`src/rtl/hzd_pkg.sv`:
```
package hzd_pkg;
   typedef enum logic [1:0] {
      SEL_RF  = 2'd0,
      SEL_MEM = 2'd1,
      SEL_WB  = 2'd2,
      SEL_IMM = 2'd3
   } opsel_e;

   localparam int STALL_CMP  = 0;
   localparam int STALL_RSV  = 1;
   localparam int STALL_BOTH = 2;
endpackage

```
`src/rtl/hzd_opsel.sv`:
```
module hzd_opsel
   import hzd_pkg::*;
#(
   parameter int AW      = 5,
   parameter bit HAS_IMM = 1'b0
) (
   input  logic          clk,
   input  logic          rst_n,
   input  logic [AW-1:0] src,
   input  logic          use_imm,
   input  logic [AW-1:0] mem_rd,
   input  logic          mem_we,
   input  logic [AW-1:0] wb_rd,
   input  logic          wb_we,
   output opsel_e        sel
);
   localparam logic [AW-1:0] ZERO_REG = '0;

   logic imm_hit, mem_hit, wb_hit;

   assign imm_hit = HAS_IMM && use_imm;
   assign mem_hit = mem_we && (mem_rd != ZERO_REG) && (mem_rd == src);
   assign wb_hit  = wb_we  && (wb_rd  != ZERO_REG) && (wb_rd  == src);

   always_comb begin
      if (imm_hit)      sel = SEL_IMM;
      else if (mem_hit) sel = SEL_MEM;
      else if (wb_hit)  sel = SEL_WB;
      else              sel = SEL_RF;
   end

   assert_zero_src_R5: assert property (@(posedge clk) disable iff (!rst_n)
      (src == ZERO_REG) |-> (sel == SEL_RF || sel == SEL_IMM));

   assert_no_writer_R5: assert property (@(posedge clk) disable iff (!rst_n)
      (!mem_we && !wb_we) |-> (sel == SEL_RF || sel == SEL_IMM));

   generate
      if (HAS_IMM) begin : g_imm_chk
         assert_imm_first_R1: assert property (@(posedge clk) disable iff (!rst_n)
            use_imm |-> (sel == SEL_IMM));
      end else begin : g_noimm_chk
         assert_no_imm_on_a_R4: assert property (@(posedge clk) disable iff (!rst_n)
            sel != SEL_IMM);
      end
   endgenerate
endmodule

```
`src/rtl/hzd_loaduse.sv`:
```
module hzd_loaduse #(
   parameter int AW = 5
) (
   input  logic          clk,
   input  logic          rst_n,
   input  logic [AW-1:0] rs1,
   input  logic [AW-1:0] rs2,
   input  logic [AW-1:0] mem_rd,
   input  logic          mem_we,
   input  logic          mem_load,
   output logic          hit
);
   localparam logic [AW-1:0] ZERO_REG = '0;

   logic pending;

   assign pending = mem_load && mem_we && (mem_rd != ZERO_REG);
   assign hit     = pending && ((rs1 == mem_rd) || (rs2 == mem_rd));

   assert_only_loads_stall_R6: assert property (@(posedge clk) disable iff (!rst_n)
      !mem_load |-> !hit);
endmodule

```
`src/rtl/hzd_rsv_track.sv`:
```
module hzd_rsv_track #(
   parameter int AW = 5
) (
   input  logic          clk,
   input  logic          rst_n,
   input  logic [AW-1:0] id_rs1,
   input  logic [AW-1:0] id_rs2,
   input  logic [AW-1:0] id_rd,
   input  logic          id_we,
   input  logic          id_load,
   input  logic [AW-1:0] mem_rd,
   input  logic          mem_we,
   input  logic          mem_load,
   output logic          hit
);
   localparam int NREGS = 1 << AW;
   localparam logic [AW-1:0] ZERO_REG = '0;

   logic [NREGS-1:0] rsv_q, set_v, clr_v, live_v;

   always_comb begin
      set_v = '0;
      clr_v = '0;
      if (id_load && id_we && (id_rd != ZERO_REG))
         set_v[id_rd] = 1'b1;
      if (mem_load && mem_we && (mem_rd != ZERO_REG))
         clr_v[mem_rd] = 1'b1;
   end

   assign live_v = rsv_q & ~clr_v;
   assign hit    = live_v[id_rs1] | live_v[id_rs2];

   always_ff @(posedge clk or negedge rst_n) begin
      if (!rst_n) rsv_q <= '0;
      else        rsv_q <= live_v | set_v;
   end

   assert_zero_unreserved_R9: assert property (@(posedge clk) disable iff (!rst_n)
      !rsv_q[0]);

   assert_set_lands_R7: assert property (@(posedge clk) disable iff (!rst_n)
      (|set_v) |=> (($past(set_v) & ~rsv_q) == '0));

   assert_clear_lands_R8: assert property (@(posedge clk) disable iff (!rst_n)
      (|clr_v) |=> (($past(clr_v & ~set_v) & rsv_q) == '0));
endmodule

```
`src/rtl/hzd_fwd_unit.sv`:
```
module hzd_fwd_unit
   import hzd_pkg::*;
#(
   parameter int AW         = 5,
   parameter int STALL_MODE = STALL_BOTH
) (
   input  logic          clk,
   input  logic          rst_n,
   input  logic [AW-1:0] ex_rs1,
   input  logic [AW-1:0] ex_rs2,
   input  logic          ex_use_imm,
   input  logic [AW-1:0] mem_rd,
   input  logic          mem_we,
   input  logic          mem_load,
   input  logic [AW-1:0] wb_rd,
   input  logic          wb_we,
   input  logic [AW-1:0] id_rs1,
   input  logic [AW-1:0] id_rs2,
   input  logic [AW-1:0] id_rd,
   input  logic          id_we,
   input  logic          id_load,
   output logic [1:0]    opa_sel,
   output logic [1:0]    opb_sel,
   output logic          stall
);
   generate
      if (AW < 2 || AW > 8) begin : g_bad_aw
         $error("hzd_fwd_unit: AW must be within 2..8");
      end
      if (STALL_MODE < STALL_CMP || STALL_MODE > STALL_BOTH) begin : g_bad_mode
         $error("hzd_fwd_unit: STALL_MODE must be 0, 1 or 2");
      end
   endgenerate

   opsel_e sel_a, sel_b;
   logic   cmp_hit, rsv_hit;

   hzd_opsel #(.AW(AW), .HAS_IMM(1'b0)) u_sel_a (
      .clk(clk), .rst_n(rst_n), .src(ex_rs1), .use_imm(ex_use_imm),
      .mem_rd(mem_rd), .mem_we(mem_we), .wb_rd(wb_rd), .wb_we(wb_we),
      .sel(sel_a));

   hzd_opsel #(.AW(AW), .HAS_IMM(1'b1)) u_sel_b (
      .clk(clk), .rst_n(rst_n), .src(ex_rs2), .use_imm(ex_use_imm),
      .mem_rd(mem_rd), .mem_we(mem_we), .wb_rd(wb_rd), .wb_we(wb_we),
      .sel(sel_b));

   hzd_loaduse #(.AW(AW)) u_cmp (
      .clk(clk), .rst_n(rst_n), .rs1(ex_rs1), .rs2(ex_rs2),
      .mem_rd(mem_rd), .mem_we(mem_we), .mem_load(mem_load), .hit(cmp_hit));

   hzd_rsv_track #(.AW(AW)) u_rsv (
      .clk(clk), .rst_n(rst_n), .id_rs1(id_rs1), .id_rs2(id_rs2),
      .id_rd(id_rd), .id_we(id_we), .id_load(id_load),
      .mem_rd(mem_rd), .mem_we(mem_we), .mem_load(mem_load), .hit(rsv_hit));

   generate
      if (STALL_MODE == STALL_CMP) begin : g_stall_cmp
         assign stall = cmp_hit;
      end else if (STALL_MODE == STALL_RSV) begin : g_stall_rsv
         assign stall = rsv_hit;
      end else begin : g_stall_both
         assign stall = cmp_hit | rsv_hit;
      end
   endgenerate

   assign opa_sel = sel_a;
   assign opb_sel = sel_b;

   assert_stall_has_load_R6: assert property (@(posedge clk) disable iff (!rst_n)
      stall |-> (mem_load || $past(id_load) || rsv_hit));
endmodule

```
`config.mk`:
```
export PLATFORM = sky130hd
export DESIGN_NAME = hzd_fwd_unit
export DESIGN_NICKNAME = d
export VERILOG_FILES = /design/src/rtl/hzd_pkg.sv /design/src/rtl/hzd_opsel.sv /design/src/rtl/hzd_loaduse.sv /design/src/rtl/hzd_rsv_track.sv /design/src/rtl/hzd_fwd_unit.sv
export SDC_FILE = /design/constraint.sdc
export NUM_CORES = 1
export LEC_CHECK = 0
export ABC_AREA = 1
export BUFFER_PORTS_ARGS = -buffer_cell sky130_fd_sc_hd__buf_4
export CAP_MARGIN = 20
export CORE_ASPECT_RATIO = 0.5
export CORE_MARGIN = 2
export CORE_UTILIZATION = 30
export CTS_BUF_LIST = sky130_fd_sc_hd__clkbuf_2
export CTS_CLUSTER_DIAMETER = 150
export DETAILED_ROUTE_END_ITERATION = 7
export MAX_ROUTING_LAYER = met4
export PLACE_DENSITY_LB_ADDON = 0.1
export SLEW_MARGIN = 20
export SYNTH_ARGS = -nofsm -noshare
export SYNTH_HDL_FRONTEND = slang
export SYNTH_HIERARCHICAL = 1
export SYNTH_SLANG_ARGS = --single-unit
export TNS_END_PERCENT = 100
```
`constraint.sdc`:
```
create_clock -name clk -period 2.78 [get_ports clk]
set_input_delay 0.278 -clock clk [delete_from_list [all_inputs] [get_ports clk]]
set_output_delay 0.278 -clock clk [all_outputs]
set_load 0.03 [all_outputs]
```
==> results.toml <==
[outcome]
status = "finished, final reports clean"

[min_path]
min_path_cells = 3
min_from = "id_rd[1]"
hold-path-endpoint = "u_rsv/rsv_q[31]"
hold_class = "in2reg"

[power_and_ir_drop]
ir_drop_mv = 0.1895
leakagePower_uw = 0.001831
seqPwrFrac_pct = 40.8
p_switching_uw = 522.6
combPwrFrac_pct = 36.6
p_int_uw = 883.6
power_uw = 1406
power_frac_clock_pct = 22.6
swShare_pct = 37.16
p_per_area_nw_per_um2 = 407.9

[cts]
cts_tree = "done"
clkSinkCount = 32
numCtsBuffers = 5
post_cts_resized = 0
clock_path_buffers = 2
htree_levels = 2
post_cts.repair.setup_buffers = 0
clk_pin_slew_ns = 0.16
insertion_delay_ns = 0.36
root_buffer = "clkbuf_2"

[critical_path]
critPathSlowestCell = "a21oi_1"
crit_required_ns = 2.50
slowest_delay_ns = 0.20
r2r-end = "u_rsv/rsv_q[19]"
cp.buffers_inverters = 5
r2r_setup_slack_ns = 1.79
timing.rr.start = "u_rsv/rsv_q[19]"
rr_worst_depth = 2
path_delay_family = "simple AND/OR/NAND/NOR gates"
endpoint_kind = "output port"
worst_ep_arrival_time_ns = 2.19
crit_chain = "buf_4, inv_1, nand2_1, inv_1, nand4_1, nand2_1, nand2_1, a21oi_1, nand2_1, nand3_1, nand3_1, nand2_1, nand3_1, inv_1, nand2_1, buf_4"
crit_fanout = 14
critPathLaunchType = "input port"
worstSetupPathType = "in2out"
cpMostUsedCell = "nand2_1"

[yosys]
ys_seq_area_share_pct = 27.66
syn_inst = 510
yosys.cell_types.count = 25
synthFlopType = "dfrtp_1"
syn_nets = 553
synth_edf_count = 0
ys_ff_latch = 32
synthArstFlopShare_pct = 100.0
syn-cell-area_um2 = 2895
avgSynthCellArea_um2 = 5.677
yosysWarnings = 6

[global_routing]
grt_max_degree = 33
grt_overflow_total = 0
grt_pass1_vias = 3174
antenna_found_initial = 0
grt_first_pass_wirelength_um = 16580
grt.total_usage_pct = 21.23

[timing]
tns_ns = 0
hold_violations = 0
drv_slew = 0
rsz0062_at_grt = "no"
relSlewSlack_pct = 65.29
min_period_ns = 2.470
timing.fmax_mhz = 404.8
tightest_slew_ns = 0.5200
fin_skew_ns = 0
fin_crit_sh_pct = 88.86
setup_viol = 0

[cells_and_area]
layout.nets = 598
area_growth_pct = 19.06
layout.area.seq_um2 = 800.8
multi_input_area_um2 = 1757
mostFrequentLayoutCells = "nand2_1 (183), inv_1 (65), nand3_1 (56)"
fill_cells = 1095
final_common_cell = "nand2_1"
top_register = "u_rsv/rsv_q"
largest_register_ffs = 32
layout-drive-gt1-share_pct = 15.65
antenna_cells = 0
top_regs = "u_rsv/rsv_q (32)"

[floorplan]
die_h_um = 73.47
fp.dieArea_um2 = 10500
die_x_um = 142.9
pin_count = 48
initial_core_util_pct = 30.75
row_count = 25
core_area_um2 = 9415

[route]
drc = 0
drt_iter0_markers = 185
vias = 3341
via_per_inst = 4.835
ant_nets = 0
totalWireLength_um = 10230
wl_per_cell_um = 14.80
drt-pass1-iter-count = 5

[placed_design]
port_buffers = 47
dpl.hpwl_um = 8106
gp_congestion = 0.8601

[job]
maxCapViolations = 0
-- how the worst max path moves through the flow --
stage / from / endpoint / slack [ns] / cells after the start
after detailed placement: mem_rd[1] / stall / 0.35 / 16
after CTS: mem_rd[1] / stall / 0.35 / 16
final: mem_rd[1] / stall / 0.31 / 16
after floorplan: mem_load / stall / 1.04 / 13
after global routing: mem_rd[1] / stall / 0.07 / 16
after global placement: mem_rd[1] / stall / 0.31 / 16
-- tightest hold or removal path, cell delays in order --
cell and delay [ns]:
buf_4 0.12, nand2_1 0.05, o21ai_0 0.07
-- Yosys cell counts (all sizes together) (3+ instances only) --
library cell  instances  area share, %
o21ai                45            8.0
nor2                 47            6.7
nand4                 7            1.5
inv                  74            9.6
nand2               192             26
buf                  10            1.8
nand3                57             10
nor3                  5           0.86
a21oi                29            5.1
a21boi                3           0.78
dfrtp                32             28
-- cell families after synthesis --
family                    after synthesis  share of synthesized area, %
DFF                                    32                         27.66
xor gates and xnor gates                4                         1.210
buffers and inverters                  86                         11.67
and+or+nand+nor                       309                         44.99
AOI/OAI and AO/OA                      79                         14.48
-- final cells by class --
cell class	count	share of cell area, %
Clock buffer	6	0.8711
Clock inverter	2	1.016
Inverter	74	8.058
Multi-Input combinational cell	392	50.96
Sequential cell	32	23.23
Tap cell	135	4.900
Timing Repair Buffer	50	10.96
-- power groups by stage --
stage	logic, uW	registers [uW]	clock network, uW
after global placement	510	584	0
after global routing	586	584	351
after CTS	511	574	327
after floorplan	319	578	0
final	514	574	318
after detailed placement	508	585	0
-- per-stage QoR --
step / setup slack (ns) / util [%] / area (um^2) / hold WS (ns) / instances
2_1_floorplan: 1.042 / - / 2895 / -0.01759 / 510
3_3_place_gp: 0.3099 / 35.81 / 3372 / 0.2426 / 682
3_5_place_dp: 0.3525 / 35.81 / 3372 / 0.2442 / 682
4_1_cts: 0.3490 / 36.61 / 3447 / 0.1641 / 691
5_1_grt: 0.07352 / 36.61 / 3447 / 0.1550 / 691
6_report: 0.3097 / 36.61 / 3447 / 0.1861 / 691
-- timing repair --
item / in CTS / in global routing
hold endpoints to repair: 32 / 0
setup endpoints to repair: 0 / 0
hold buffers: 1 / 0
-- layer usage --
layer	track usage [%]	vias to the layer above	routed length (um)
li1	-	1703	-
met1	30.92	1519	5415
met2	31.58	109	4018
met3	2.868	10	702
met4	3.960	0	89
met5	-	-	0
Power figures use the tool's default switching activity.
